File: config.mk
export PLATFORM = sky130hd
export DESIGN_NAME = rstctl_top
export DESIGN_NICKNAME = d
export VERILOG_FILES = /design/src/rtl/rstctl_pkg.sv /design/src/rtl/rstctl_qual.sv /design/src/rtl/rstctl_stretch.sv /design/src/rtl/rstctl_regs.sv /design/src/rtl/rstctl_top.sv
export SDC_FILE = /design/constraint.sdc
export NUM_CORES = 1
export LEC_CHECK = 0
export BUFFER_PORTS_ARGS = -buffer_cell sky130_fd_sc_hd__clkbuf_2
export CORE_MARGIN = 3
export CORE_UTILIZATION = 40
export CTS_BUF_LIST = sky130_fd_sc_hd__clkbuf_8 sky130_fd_sc_hd__clkbuf_16
export DETAILED_ROUTE_END_ITERATION = 7
export PLACE_DENSITY = 0.65
export SLEW_MARGIN = 40
export SYNTH_ARGS = -nofsm -noshare
export SYNTH_HDL_FRONTEND = slang
export SYNTH_SLANG_ARGS = --single-unit
File: constraint.sdc
create_clock -name clk -period 4.7 [get_ports clk]
set_input_delay 0.47 -clock clk [delete_from_list [all_inputs] [get_ports clk]]
set_output_delay 0.47 -clock clk [all_outputs]
set_load 0.02 [all_outputs]
File: src/rtl/rstctl_pkg.sv
package rstctl_pkg;

    localparam int unsigned DATA_W = 8;
    localparam int unsigned ADDR_W = 2;
    localparam int unsigned VEC_W  = 16;

    localparam logic [VEC_W-1:0] RESET_VEC = 16'h0000;
    localparam logic [VEC_W-1:0] BO_VEC    = 16'h004B;

    typedef enum logic [1:0] {
        CAUSE_PIN = 2'd0,
        CAUSE_POR = 2'd1,
        CAUSE_SW  = 2'd2,
        CAUSE_BOD = 2'd3
    } cause_e;

    typedef enum logic [ADDR_W-1:0] {
        REG_CTRL  = 2'd0,
        REG_STAT  = 2'd1,
        REG_CAUSE = 2'd2,
        REG_NONE  = 2'd3
    } reg_e;

    // control register low nibble, bit 3 down to bit 0
    typedef struct packed {
        logic ack;
        logic wdts;
        logic ebo;
        logic swr;
    } ctrl_t;

    typedef struct packed {
        logic pin;
        logic bod;
        logic sw;
    } trig_t;

    // hard sources outrank the software request
    function automatic cause_e pick_cause(trig_t t);
        if (t.pin)      return CAUSE_PIN;
        else if (t.bod) return CAUSE_BOD;
        else            return CAUSE_SW;
    endfunction

endpackage

File: src/rtl/rstctl_qual.sv
module rstctl_qual #(
    parameter int unsigned HOLD = 24
) (
    input  logic clk,
    input  logic rst,
    input  logic async_i,
    output logic qual_o
);
    localparam int unsigned CW = $clog2(HOLD + 1);
    localparam logic [CW-1:0] LAST = CW'(HOLD - 1);

    logic [1:0]    sync_q;
    logic [CW-1:0] run_q;
    logic          level;

    assign level = sync_q[1];

    always_ff @(posedge clk) begin
        if (rst) begin
            sync_q <= '0;
            run_q  <= '0;
        end else begin
            sync_q <= {sync_q[0], async_i};
            if (!level)
                run_q <= '0;
            else if (run_q != LAST)
                run_q <= run_q + 1'b1;
        end
    end

    assign qual_o = level && (run_q == LAST);


    qual_needs_run_chk: assert property (@(posedge clk) disable iff (rst)
        $rose(qual_o) |-> $past(level));

endmodule

File: src/rtl/rstctl_stretch.sv
module rstctl_stretch #(
    parameter int unsigned HOLD = 24
) (
    input  logic clk,
    input  logic rst,
    input  logic trig_i,
    output logic core_rst_o
);
    localparam int unsigned CW = $clog2(HOLD + 1);
    localparam logic [CW-1:0] FULL = CW'(HOLD);

    logic [CW-1:0] left_q;

    always_ff @(posedge clk) begin
        if (rst || trig_i)
            left_q <= FULL;
        else if (left_q != '0)
            left_q <= left_q - 1'b1;
    end

    assign core_rst_o = (left_q != '0);


    trig_asserts_chk: assert property (@(posedge clk) disable iff (rst)
        trig_i |=> core_rst_o);


    no_release_on_trig_chk: assert property (@(posedge clk) disable iff (rst)
        $fell(core_rst_o) |-> !$past(trig_i));

endmodule

File: src/rtl/rstctl_regs.sv
module rstctl_regs
    import rstctl_pkg::*;
(
    input  logic              clk,
    input  logic              rst,
    input  logic              pin_qual_i,
    input  logic              bod_qual_i,
    input  logic              bus_we_i,
    input  logic [ADDR_W-1:0] bus_addr_i,
    input  logic [DATA_W-1:0] bus_wdata_i,
    output logic [DATA_W-1:0] bus_rdata_o,
    output logic              trig_o,
    output logic              irq_o
);
    logic   swr_q, ebo_q, wdts_q, pof_q, pend_q, bod_prev_q;
    cause_e cause_q;
    ctrl_t  wr;
    trig_t  t;
    logic   wr_ctrl, wr_stat, hard, bod_rise;

    assign wr      = ctrl_t'(bus_wdata_i[3:0]);
    assign wr_ctrl = bus_we_i && (reg_e'(bus_addr_i) == REG_CTRL);
    assign wr_stat = bus_we_i && (reg_e'(bus_addr_i) == REG_STAT);

    assign t.pin    = pin_qual_i;
    assign t.bod    = bod_qual_i && !ebo_q;
    assign t.sw     = wr_ctrl && wr.swr && !swr_q;
    assign hard     = t.pin || t.bod;
    assign trig_o   = hard || t.sw;
    assign bod_rise = bod_qual_i && !bod_prev_q;

    always_ff @(posedge clk) begin
        if (rst) begin
            swr_q      <= 1'b0;
            ebo_q      <= 1'b0;
            wdts_q     <= 1'b0;
            pend_q     <= 1'b0;
            bod_prev_q <= 1'b0;
            cause_q    <= CAUSE_POR;
        end else begin
            bod_prev_q <= bod_qual_i;
            if (hard) begin
                swr_q   <= 1'b0;
                ebo_q   <= 1'b0;
                wdts_q  <= 1'b0;
                pend_q  <= 1'b0;
                cause_q <= pick_cause(t);
            end else if (t.sw) begin
                swr_q   <= 1'b1;
                ebo_q   <= 1'b0;
                pend_q  <= 1'b0;
                cause_q <= CAUSE_SW;
            end else begin
                if (wr_ctrl) begin
                    swr_q  <= wr.swr;
                    ebo_q  <= wr.ebo;
                    wdts_q <= wr.wdts;
                end
                if (ebo_q && bod_rise)
                    pend_q <= 1'b1;
                else if (wr_ctrl && wr.ack)
                    pend_q <= 1'b0;
            end
        end
    end

    always_ff @(posedge clk) begin
        if (rst)
            pof_q <= 1'b1;
        else if (wr_stat && !bus_wdata_i[0])
            pof_q <= 1'b0;
    end

    always_comb begin
        bus_rdata_o = '0;
        unique case (reg_e'(bus_addr_i))
            REG_CTRL:  bus_rdata_o[2:0] = {wdts_q, ebo_q, swr_q};
            REG_STAT:  bus_rdata_o[1:0] = {pend_q, pof_q};
            REG_CAUSE: bus_rdata_o[1:0] = cause_q;
            default:   bus_rdata_o = '0;
        endcase
    end

    assign irq_o = pend_q;


    irq_only_when_enabled_chk: assert property (@(posedge clk) disable iff (rst)
        $rose(pend_q) |-> ($past(ebo_q) && !$past(trig_o)));


    pending_holds_chk: assert property (@(posedge clk) disable iff (rst)
        (pend_q && !(wr_ctrl && wr.ack) && !trig_o) |=> pend_q);


    pof_sticky_chk: assert property (@(posedge clk) disable iff (rst)
        !(wr_stat && !bus_wdata_i[0]) |=> (pof_q == $past(pof_q)));


    sw_keeps_wdts_chk: assert property (@(posedge clk) disable iff (rst)
        (t.sw && !hard) |=> (swr_q && (wdts_q == $past(wdts_q)) && !ebo_q));


    ebo_clear_resets_chk: assert property (@(posedge clk) disable iff (rst)
        (ebo_q && bod_qual_i && wr_ctrl && !wr.ebo && !wr.swr) |=> (trig_o || !bod_qual_i));

endmodule

File: src/rtl/rstctl_top.sv
module rstctl_top
    import rstctl_pkg::*;
#(
    parameter int unsigned PIN_HOLD = 24,
    parameter int unsigned BOD_HOLD = 4,
    parameter int unsigned RST_HOLD = 24
) (
    input  logic              clk,
    input  logic              por_i,
    input  logic              ext_rst_i,
    input  logic              bod_i,
    input  logic              bus_we_i,
    input  logic [ADDR_W-1:0] bus_addr_i,
    input  logic [DATA_W-1:0] bus_wdata_i,
    output logic [DATA_W-1:0] bus_rdata_o,
    output logic              core_rst_o,
    output logic              bo_irq_o,
    output logic [VEC_W-1:0]  vec_o
);
    logic pin_qual, bod_qual, trig;

    rstctl_qual #(.HOLD(PIN_HOLD)) u_pin_qual (
        .clk(clk), .rst(por_i), .async_i(ext_rst_i), .qual_o(pin_qual)
    );

    rstctl_qual #(.HOLD(BOD_HOLD)) u_bod_qual (
        .clk(clk), .rst(por_i), .async_i(bod_i), .qual_o(bod_qual)
    );

    rstctl_regs u_regs (
        .clk(clk), .rst(por_i),
        .pin_qual_i(pin_qual), .bod_qual_i(bod_qual),
        .bus_we_i(bus_we_i), .bus_addr_i(bus_addr_i), .bus_wdata_i(bus_wdata_i),
        .bus_rdata_o(bus_rdata_o), .trig_o(trig), .irq_o(bo_irq_o)
    );

    rstctl_stretch #(.HOLD(RST_HOLD)) u_stretch (
        .clk(clk), .rst(por_i), .trig_i(trig), .core_rst_o(core_rst_o)
    );

    assign vec_o = bo_irq_o ? BO_VEC : RESET_VEC;


    vec_follows_irq_chk: assert property (@(posedge clk) disable iff (por_i)
        $rose(bo_irq_o) |-> (vec_o == BO_VEC));

endmodule

Word level (Yosys, flattened, before mapping)
Cells that the tools add are included.
{"block": "word_totals", "regBits": 25, "inputBits": 15, "out_inout_bits": 26, "wordCells": 63}
{"block": "op_classes", "add_sub_neg": 3, "n_eq_ne": 6, "mux": 11, "bitwise": 3, "reduce_logical": 28}
{"cell": "1-bit logical AND", "count": 11}
{"cell": "7-bit 2-to-1 mux", "count": 1}
{"cell": "1-bit 2-to-1 mux", "count": 6}
{"cell": "2-bit 2-to-1 mux", "count": 3}
{"cell": "2-bit one-hot mux with 3 select lines", "count": 1}
{"cell": "2-bit nonzero test", "count": 3}
{"cell": "2-bit OR reduction", "count": 3}
{"cell": "5-bit by 1-bit adder with 5-bit output (second input constant)", "count": 1}
{"cell": "5-bit equality test (second input constant)", "count": 1}
{"cell": "5-bit inequality test (second input constant)", "count": 1}
{"cell": "5-bit nonzero test", "count": 1}
{"cell": "5-bit by 1-bit subtractor with 5-bit output (second input constant)", "count": 1}
{"cell": "1-bit logical NOT", "count": 4}
{"cell": "3-bit by 1-bit adder with 3-bit output (second input constant)", "count": 1}
{"cell": "3-bit by 2-bit equality test with 1-bit output (second input constant)", "count": 1}
{"cell": "1-bit logical OR", "count": 3}
{"cell": "3-bit by 2-bit inequality test with 1-bit output (second input constant)", "count": 1}
{"cell": "1-bit NOT", "count": 3}
{"cell": "3-bit OR reduction", "count": 1}
{"cell": "2-bit by 1-bit equality test with 1-bit output (second input constant)", "count": 1}
{"cell": "2-bit equality test (second input constant)", "count": 1}
{"cell": "2-bit logical NOT", "count": 1}
{"cell": "2-bit AND reduction", "count": 1}

Logic depth before layout (Yosys ltp)
Gate-level depths: netlist of the first run.
{"block": "logic_depth", "ltp_word": 6, "depth_mapped": 6, "mapped_depth_nobuf": 5}

Cells and area by module
Synthesis of the first run repeated with hierarchy kept, for this count alone.
{"block": "unflattened", "cells_unflattened": 141, "area_unflattened_um2": 1322.5}
{"mod": "rstctl_regs", "instances": 1, "cells_per_inst": 51, "area_per_inst_um2": 452.9, "seq_area_each_um2": 160.2}
{"mod": "rstctl_qual at u_pin_qual", "instances": 1, "cells_per_inst": 28, "area_per_inst_um2": 290.3, "seq_area_each_um2": 140.1}
{"mod": "rstctl_stretch", "instances": 1, "cells_per_inst": 27, "area_per_inst_um2": 251.5, "seq_area_each_um2": 100.1}
{"mod": "rstctl_qual at u_bod_qual", "instances": 1, "cells_per_inst": 18, "area_per_inst_um2": 203.9, "seq_area_each_um2": 100.1}
{"mod": "rstctl_top", "instances": 1, "cells_per_inst": 17, "area_per_inst_um2": 123.9, "seq_area_each_um2": 0.0}

Worst setup path after synthesis of the first run
No wires, ideal clock.
{"block": "synth_timing", "kind": "input to output", "from": "input port bus_addr_i[1]", "to": "output port bus_rdata_o[0]", "arrival_time_ns": 1.211, "t_required_ns": 4.230, "setup_slack_ns": 3.019, "cell_stages": 3, "n_path_buf": 1, "path_cell_list": "buf_2 -> mux2i_1 -> o21ai_0"}
{"block": "synth_via", "elab_chain_cells": 2, "elab_cells_between_ends": 4, "classes_between": "eq/ne (2); mux (1); reduce/logical (1)"}
{"element": "from (decl)", "line_no": "rstctl_top.sv:13", "source": "input logic [ADDR_W-1:0] bus_addr_i,"}
{"element": "2-bit equality test, or another cell as far along", "line_no": "rstctl_regs.sv:76", "source": "unique case (reg_e'(bus_addr_i))"}
{"element": "2-bit one-hot mux with 3 select lines (*)", "line_no": "rstctl_regs.sv:76"}
{"element": "to (decl)", "line_no": "rstctl_top.sv:15", "source": "output logic [DATA_W-1:0] bus_rdata_o,"}
Every way passes the cells marked *; elsewhere a longest branch is shown, timed or not.

Worst setup path in the final report of the first run
{"block": "layout_timing", "from": "register u_stretch.left_q[0]", "to": "output port core_rst_o"}
{"block": "layout_via", "elab_chain_cells": 1}
{"element": "from (decl)", "line_no": "rstctl_stretch.sv:12", "source": "logic [CW-1:0] left_q;"}
{"element": "from (signal assigned)", "line_no": "rstctl_stretch.sv:18", "source": "left_q <= left_q - 1'b1;"}
{"element": "5-bit nonzero test", "line_no": "rstctl_stretch.sv:21", "source": "assign core_rst_o = (left_q != '0);"}
{"element": "to (decl)", "line_no": "rstctl_top.sv:16", "source": "output logic core_rst_o,"}
No other way between the ends.

==> impl_metrics.env, run 1 <==
export IMPL_clockRootBuffer="clkbuf_8"
export IMPL_hold_path_class="in -> reg"
export IMPL_clock_path_buffers=2
export IMPL_drt_total_wl_um=2120
export IMPL_die_width_um=62.4
export IMPL_initialDrtViolationCount=32
export IMPL_grt_pass1_wl_um=3710
export IMPL_grt_max_degree=14
export IMPL_vias_per_cell=4.66
export IMPL_finalMaxSlewViolations=0
export IMPL_port_buffers=19
export IMPL_synth_area_leaders="dfxtp_1 39%, buf_4 12%, ha_1 3.9%, mux2i_1 3.9%, nor2b_1 3.4%"
export IMPL_max_freq_mhz=482
export IMPL_cts_tree="yes"
export IMPL_synth_flop_cell="dfxtp_1"
export IMPL_crit_fanout=5
export IMPL_synth_area_leader_cell="dfxtp_1"
export IMPL_synth_top_family_by_area="simple AND/OR/NAND/NOR gates"
export IMPL_endpoint_kind="output pin"
export IMPL_status="finished clean"
export IMPL_cts_resized_gates=0
export IMPL_vias=886
export IMPL_startpoint_type="register"
export IMPL_p_seq_frac=0.565
export IMPL_hold_viol=0
export IMPL_path_cells="inv_1 -> ha_1 -> or4b_1 -> clkbuf_2"
export IMPL_cts_max_level=1
export IMPL_critical_path_buf_inv_count=2
export IMPL_maxCapViolations=0
export IMPL_critPathSlowestCell="or4b_1"
export IMPL_comb_power_share=0.136
export IMPL_final_cell_mix="25 x dfxtp_1, 19 x clkbuf_2, 17 x conb_1"
export IMPL_grt_pass1_vias=837
export IMPL_synth_compound_area_share=0.131
export IMPL_post_synth_top_area_fraction=0.394
export IMPL_maxSlewHeadroom=0.662
export IMPL_clk_latency_ns=0.26
export IMPL_tns_ns=0
export IMPL_cpPeakStageDelay_ns=0.55
export IMPL_cts_buffers_inserted=3
export IMPL_ir_drop_v=0.000107
export IMPL_num_rows=19
export IMPL_synthCells=134
export IMPL_synth_xor_xnor_area_share=0.0344
export IMPL_fp_coreArea_um2=2900
export IMPL_netlist_cell_type_count=43
export IMPL_setup_violations=0
export IMPL_required_ns=4.23
export IMPL_synth_area_mux_share=0.0394
export IMPL_power_density_nw_per_um2=301
export IMPL_track_usage=0.118
export IMPL_syn_area_um2=1270
export IMPL_cp_top_family="simple AND/OR/NAND/NOR gates"
export IMPL_ant_nets=0
export IMPL_async_reset_ff_frac=0
export IMPL_switching_share=0.253
export IMPL_dp_cells=186
export IMPL_yosysSeqAreaShare=0.394
export IMPL_min_period_ns=2.07
export IMPL_yosysWarnings=0
export IMPL_finalPower_mw=0.406
export IMPL_rsz0062_at_grt="no"
export IMPL_dp_final_hpwl_um=1590
export IMPL_drive_gt1_frac=0.209
export IMPL_first_pass_iters=4
export IMPL_post_drt_wl_per_cell_um=11.2
export IMPL_cts_setup_buffers=0
export IMPL_synth_seq_cells=25
export IMPL_intPower_mw=0.303
export IMPL_p_leak_nw=0.600
export IMPL_finalNetCount=168
export IMPL_synth_edf_count=0
export IMPL_instances_no_fill=190
export IMPL_yosys_area_share_simple=0.209
export IMPL_io_pins=41
export IMPL_synth_fa_ha_area_frac=0.0394
export IMPL_antenna_found_initial=0
export IMPL_grt_overflow=0
export IMPL_cts_clk_slew_worst_paths_ns=0.08
export IMPL_dieArea_um2=3890
export IMPL_syn_avg_cell_area_um2=9.49
export IMPL_hold_buffers=0
export IMPL_p_sw_mw=0.103
export IMPL_critPathArrivalTime_ns=1.60
export IMPL_area_growth_pct=6.00
export IMPL_final_common_cell="dfxtp_1"
export IMPL_r2r_setup_slack_ns=2.94
export IMPL_gp_congestion=0.690
export IMPL_clock_sinks=25
export IMPL_die_h_um=62.4
export IMPL_drc=0
export IMPL_final_period_utilization=0.441
export IMPL_fin_skew_ns=0.00123
export IMPL_initial_utilization=0.438
export IMPL_num_antenna_cells=0
export IMPL_tightest_slew_ns=0.504
export IMPL_crit_type="reg -> out"
export IMPL_clockPowerShare=0.299
-- kinds of logic (layout without fill, tap and decap cells) --
logic type,Yosys count,in the layout
AOI/OAI and AO/OA,21,21
xor gates and xnor gates,5,5
adders and majority gates,4,4
buffers and inverters,29,27
DFF,25,25
muxes,5,5
other,1,17
and+or+nand+nor,44,44
-- layout make-up --
| cell class | instances | area [um^2] |
|---|---|---|
| fill | 298 | 1550 |
| multi-input combinational | 96 | 639 |
| sequential | 25 | 500 |
| timing repair buffer | 19 | 95.1 |
| tap | 42 | 52.6 |
| clock buffer | 3 | 41.3 |
| inverter | 4 | 15.0 |
| clock inverter | 1 | 3.75 |
-- sequential cells by signal (all words and copies together) (netlist names) --
name,flops
u_pin_qual.run_q,5
u_stretch.left_q,5
u_bod_qual.run_q,3
u_bod_qual.sync_q,2
u_pin_qual.sync_q,2
u_regs.cause_q,2
u_regs.bod_prev_q,1
u_regs.ebo_q,1
u_regs.irq_o,1
u_regs.pof_q,1
u_regs.swr_q,1
u_regs.wdts_q,1
-- path summary, 6_finish.rpt --
| path | startpoint | endpoint | depth (start not counted) |
|---|---|---|---|
| min | ext_rst_i | u_pin_qual.sync_q[0]$_SDFF_PP0_ | 2 |
| min reg2reg | u_bod_qual.sync_q[0]$_SDFF_PP0_ | u_bod_qual.sync_q[1]$_SDFF_PP0_ | 1 |
| max reg2reg | u_bod_qual.run_q[0]$_SDFFE_PP0P_ | u_stretch.left_q[3]$_SDFFE_PP1P_ | 5 |
| max | u_stretch.left_q[0]$_SDFFE_PP0P_ | core_rst_o | 4 |
-- worst register-to-register path, cell delays in order (launching register included) --
cell      delay, ns
dfxtp_1        0.33
ha_1           0.20
ha_1           0.28
and3b_1        0.26
a21o_1         0.28
a2111o_1       0.30
-- cells in the mapped netlist (all sizes together) (3+ instances only) --
master,n
a211oi,3
a21o,3
buf,24
dfxtp,25
ha,4
inv,4
mux2i,5
nand2,5
nand2b,3
nor2,8
nor2b,7
nor3,5
o21ai,3
xor2,3
-- metrics by stage --
stage	utilization	area, um^2	hold WS (ns)	setup WS (ns)
floorplan	-	1330	0.414	3.02
global route	0.465	1350	0.418	2.48
CTS	0.465	1350	0.401	2.61
finish	0.465	1350	0.408	2.63
global placement	0.449	1300	0.416	2.94
detailed placement	0.449	1300	0.425	2.92
-- power groups by stage --
stage | logic, mW | clock network [mW] | registers (mW)
floorplan | 0.0561 | 0 | 0.232
global placement | 0.0535 | 0 | 0.233
detailed placement | 0.0553 | 0 | 0.234
CTS | 0.0554 | 0.128 | 0.229
global route | 0.0615 | 0.136 | 0.231
finish | 0.0551 | 0.121 | 0.229
-- per-layer routing --
layer | wire (um) | vias to the layer above | global-route usage
met5 | 0 | - | 0
met4 | 53 | 0 | 0.0744
met3 | 135 | 4 | 0.0306
met2 | 950 | 28 | 0.188
met1 | 981 | 402 | 0.142
li1 | - | 452 | -
Power figures use the tool's default switching activity.
==> run 2: changes to the inputs <==
--- a/config.mk
+++ b/config.mk
@@ -10,7 +10,7 @@
 export CORE_UTILIZATION = 40
 export CTS_BUF_LIST = sky130_fd_sc_hd__clkbuf_8 sky130_fd_sc_hd__clkbuf_16
 export DETAILED_ROUTE_END_ITERATION = 7
-export PLACE_DENSITY = 0.65
+export PLACE_DENSITY = 0.68
 export SLEW_MARGIN = 40
 export SYNTH_ARGS = -nofsm -noshare
 export SYNTH_HDL_FRONTEND = slang
==> constraint.sdc (replaced) <==
create_clock -name clk -period 1.9 [get_ports clk]
set_input_delay 0.19 -clock clk [delete_from_list [all_inputs] [get_ports clk]]
set_output_delay 0.19 -clock clk [all_outputs]
set_load 0.02 [all_outputs]
==> run 2 against run 1 <==
Compared with the run above:
- sequential cell count is the same
- routed wire length down 0.80%
- sequential power rose by 150%
- register-to-register slack got worse by 2.7 ns
- via count up 1.1%
- cell area rose by 0.56%
- critical path depth did not move
- final cell count increased by 0.53%
- critical path type unchanged
==> impl_metrics.env, run 2 (same netlist as run 1, synthesis figures left out) <==
export IMPL_final_cell_mix="25 x dfxtp_1, 19 x clkbuf_2, 17 x conb_1"
export IMPL_cp_top_family="simple AND/OR/NAND/NOR gates"
export IMPL_tightest_slew_ns=0.559
export IMPL_area_growth_pct=6.59
export IMPL_dp_final_hpwl_um=1630
export IMPL_cts_resized_gates=0
export IMPL_worstReg2RegEnd="u_stretch.left_q[4]$_SDFFE_PP1P_"
export IMPL_drive_gt1_frac=0.215
export IMPL_r2r_start="u_stretch.left_q[0]$_SDFFE_PP0P_"
export IMPL_min_from="ext_rst_i"
export IMPL_critical_path_buf_inv_count=2
export IMPL_critPathSlowestCell="or4b_1"
export IMPL_cpPeakStageDelay_ns=0.55
export IMPL_vias=896
export IMPL_drc=0
export IMPL_status="finished clean"
export IMPL_fp_coreArea_um2=2900
export IMPL_hold_viol=0
export IMPL_crit_type="reg -> out"
export IMPL_tns_ns=0
export IMPL_top_usage_layer="met2"
export IMPL_ir_drop_v=0.000493
export IMPL_post_dp_cell_area_um2=1310
export IMPL_setup_violations=0
export IMPL_gr_usage_met1=0.127
export IMPL_post_place_ws_ns=0.203
export IMPL_first_pass_iters=4
export IMPL_finalWorstSetupSlack_ns=0.0982
export IMPL_reg_top3="u_pin_qual.run_q x5, u_stretch.left_q x5, u_bod_qual.run_q x3"
export IMPL_finalMaxSlewViolations=0
export IMPL_grt_max_degree=14
export IMPL_cp_depth=4
export IMPL_rsz0062_at_grt="no"
export IMPL_cts_tree="yes"
export IMPL_crit_fanout=5
export IMPL_hold_path_class="in -> reg"
export IMPL_clockRootBuffer="clkbuf_8"
export IMPL_die_width_um=62.4
export IMPL_vias_per_cell=4.69
export IMPL_ff_latch_area_um2=500
export IMPL_drt_total_wl_um=2100
export IMPL_antenna_found_initial=0
export IMPL_num_rows=19
export IMPL_clock_sinks=25
export IMPL_grt_overflow=0
export IMPL_cts_buffers_inserted=3
export IMPL_r2r_setup_slack_ns=0.21
export IMPL_clock_path_buffers=2
export IMPL_initial_utilization=0.438
export IMPL_startpoint_type="register"
export IMPL_stdcell_area_um2=1360
export IMPL_fillCellCount=285
export IMPL_multiInputGateArea_um2=639
export IMPL_fin_skew_ns=0.00212
export IMPL_cts_max_level=1
export IMPL_cts_setup_buffers=0
export IMPL_ant_nets=0
export IMPL_use_met3=0.0324
export IMPL_max_freq_mhz=555
export IMPL_path_cells="inv_1 -> ha_1 -> or4b_1 -> clkbuf_2"
export IMPL_num_antenna_cells=0
export IMPL_final_period_utilization=0.948
export IMPL_endpoint_kind="output pin"
export IMPL_fin_hold_ws_ns=0.134
export IMPL_worst_r2r_cell_count=5
export IMPL_grt_pass1_vias=830
export IMPL_final_common_cell="dfxtp_1"
export IMPL_gp_congestion=0.726
export IMPL_post_drt_wl_per_cell_um=11.0
export IMPL_critPathArrivalTime_ns=1.61
export IMPL_p_leak_nw=0.606
export IMPL_min_period_ns=1.80
export IMPL_finalNetCount=169
export IMPL_power_density_nw_per_um2=739
export IMPL_grtUsageMet2=0.192
export IMPL_initialDrtViolationCount=42
export IMPL_maxSlewHeadroom=0.626
export IMPL_dieArea_um2=3890
export IMPL_min_path_cells=2
export IMPL_required_ns=1.71
export IMPL_track_usage=0.109
export IMPL_cts_clk_slew_worst_paths_ns=0.08
export IMPL_clk_latency_ns=0.26
export IMPL_io_pins=41
export IMPL_die_h_um=62.4
export IMPL_hold_buffers=0
export IMPL_grt_pass1_wl_um=3550
export IMPL_maxCapViolations=0
export IMPL_port_buffers=19
export IMPL_hold_end="u_pin_qual.sync_q[0]$_SDFF_PP0_"
-- run 2: cell count changes in the layout (fill, tap and decap cells not counted), sizes merged --
cell and change:
buf +1
-- run 2: final cells by class --
class,count,area share
Multi-Input combinational cell,96,0.472
Inverter,4,0.0111
Tap cell,42,0.0388
Clock buffer,3,0.0305
Timing Repair Buffer,20,0.0757
Clock inverter,1,0.00277
Sequential cell,25,0.369
-- run 2: worst max-delay path by stage --
| stage | to | start |
|---|---|---|
| 4_1_cts | core_rst_o | u_stretch.left_q[0]$_SDFFE_PP0P_ |
| 2_1_floorplan | u_stretch.left_q[3]$_SDFFE_PP1P_ | u_bod_qual.run_q[0]$_SDFFE_PP0P_ |
| 6_report | core_rst_o | u_stretch.left_q[0]$_SDFFE_PP0P_ |
| 5_1_grt | core_rst_o | u_stretch.left_q[0]$_SDFFE_PP0P_ |
| 3_3_place_gp | u_stretch.left_q[4]$_SDFFE_PP1P_ | u_stretch.left_q[0]$_SDFFE_PP0P_ |
| 3_5_place_dp | u_stretch.left_q[4]$_SDFFE_PP1P_ | u_stretch.left_q[0]$_SDFFE_PP0P_ |
-- run 2: layer usage --
metal,share of wire,up-vias
li1,-,453
met1,0.47,404
met2,0.45,37
met3,0.076,2
met4,0.0076,0
met5,0,-
-- run 2: report_power, final --
group | switching, mW | total [mW] | internal [mW]
Sequential | 0.0184 | 0.567 | 0.548
Clock | 0.153 | 0.297 | 0.144
Combinational | 0.0815 | 0.138 | 0.0568
-- run 2: through the flow --
stage | cells | total power, mW | utilization
2_1_floorplan | 150 | 0.712 | -
3_3_place_gp | 187 | 0.709 | 0.452
3_5_place_dp | 187 | 0.717 | 0.452
4_1_cts | 191 | 1.01 | 0.467
5_1_grt | 191 | 1.06 | 0.467
6_report | 191 | 1.00 | 0.467
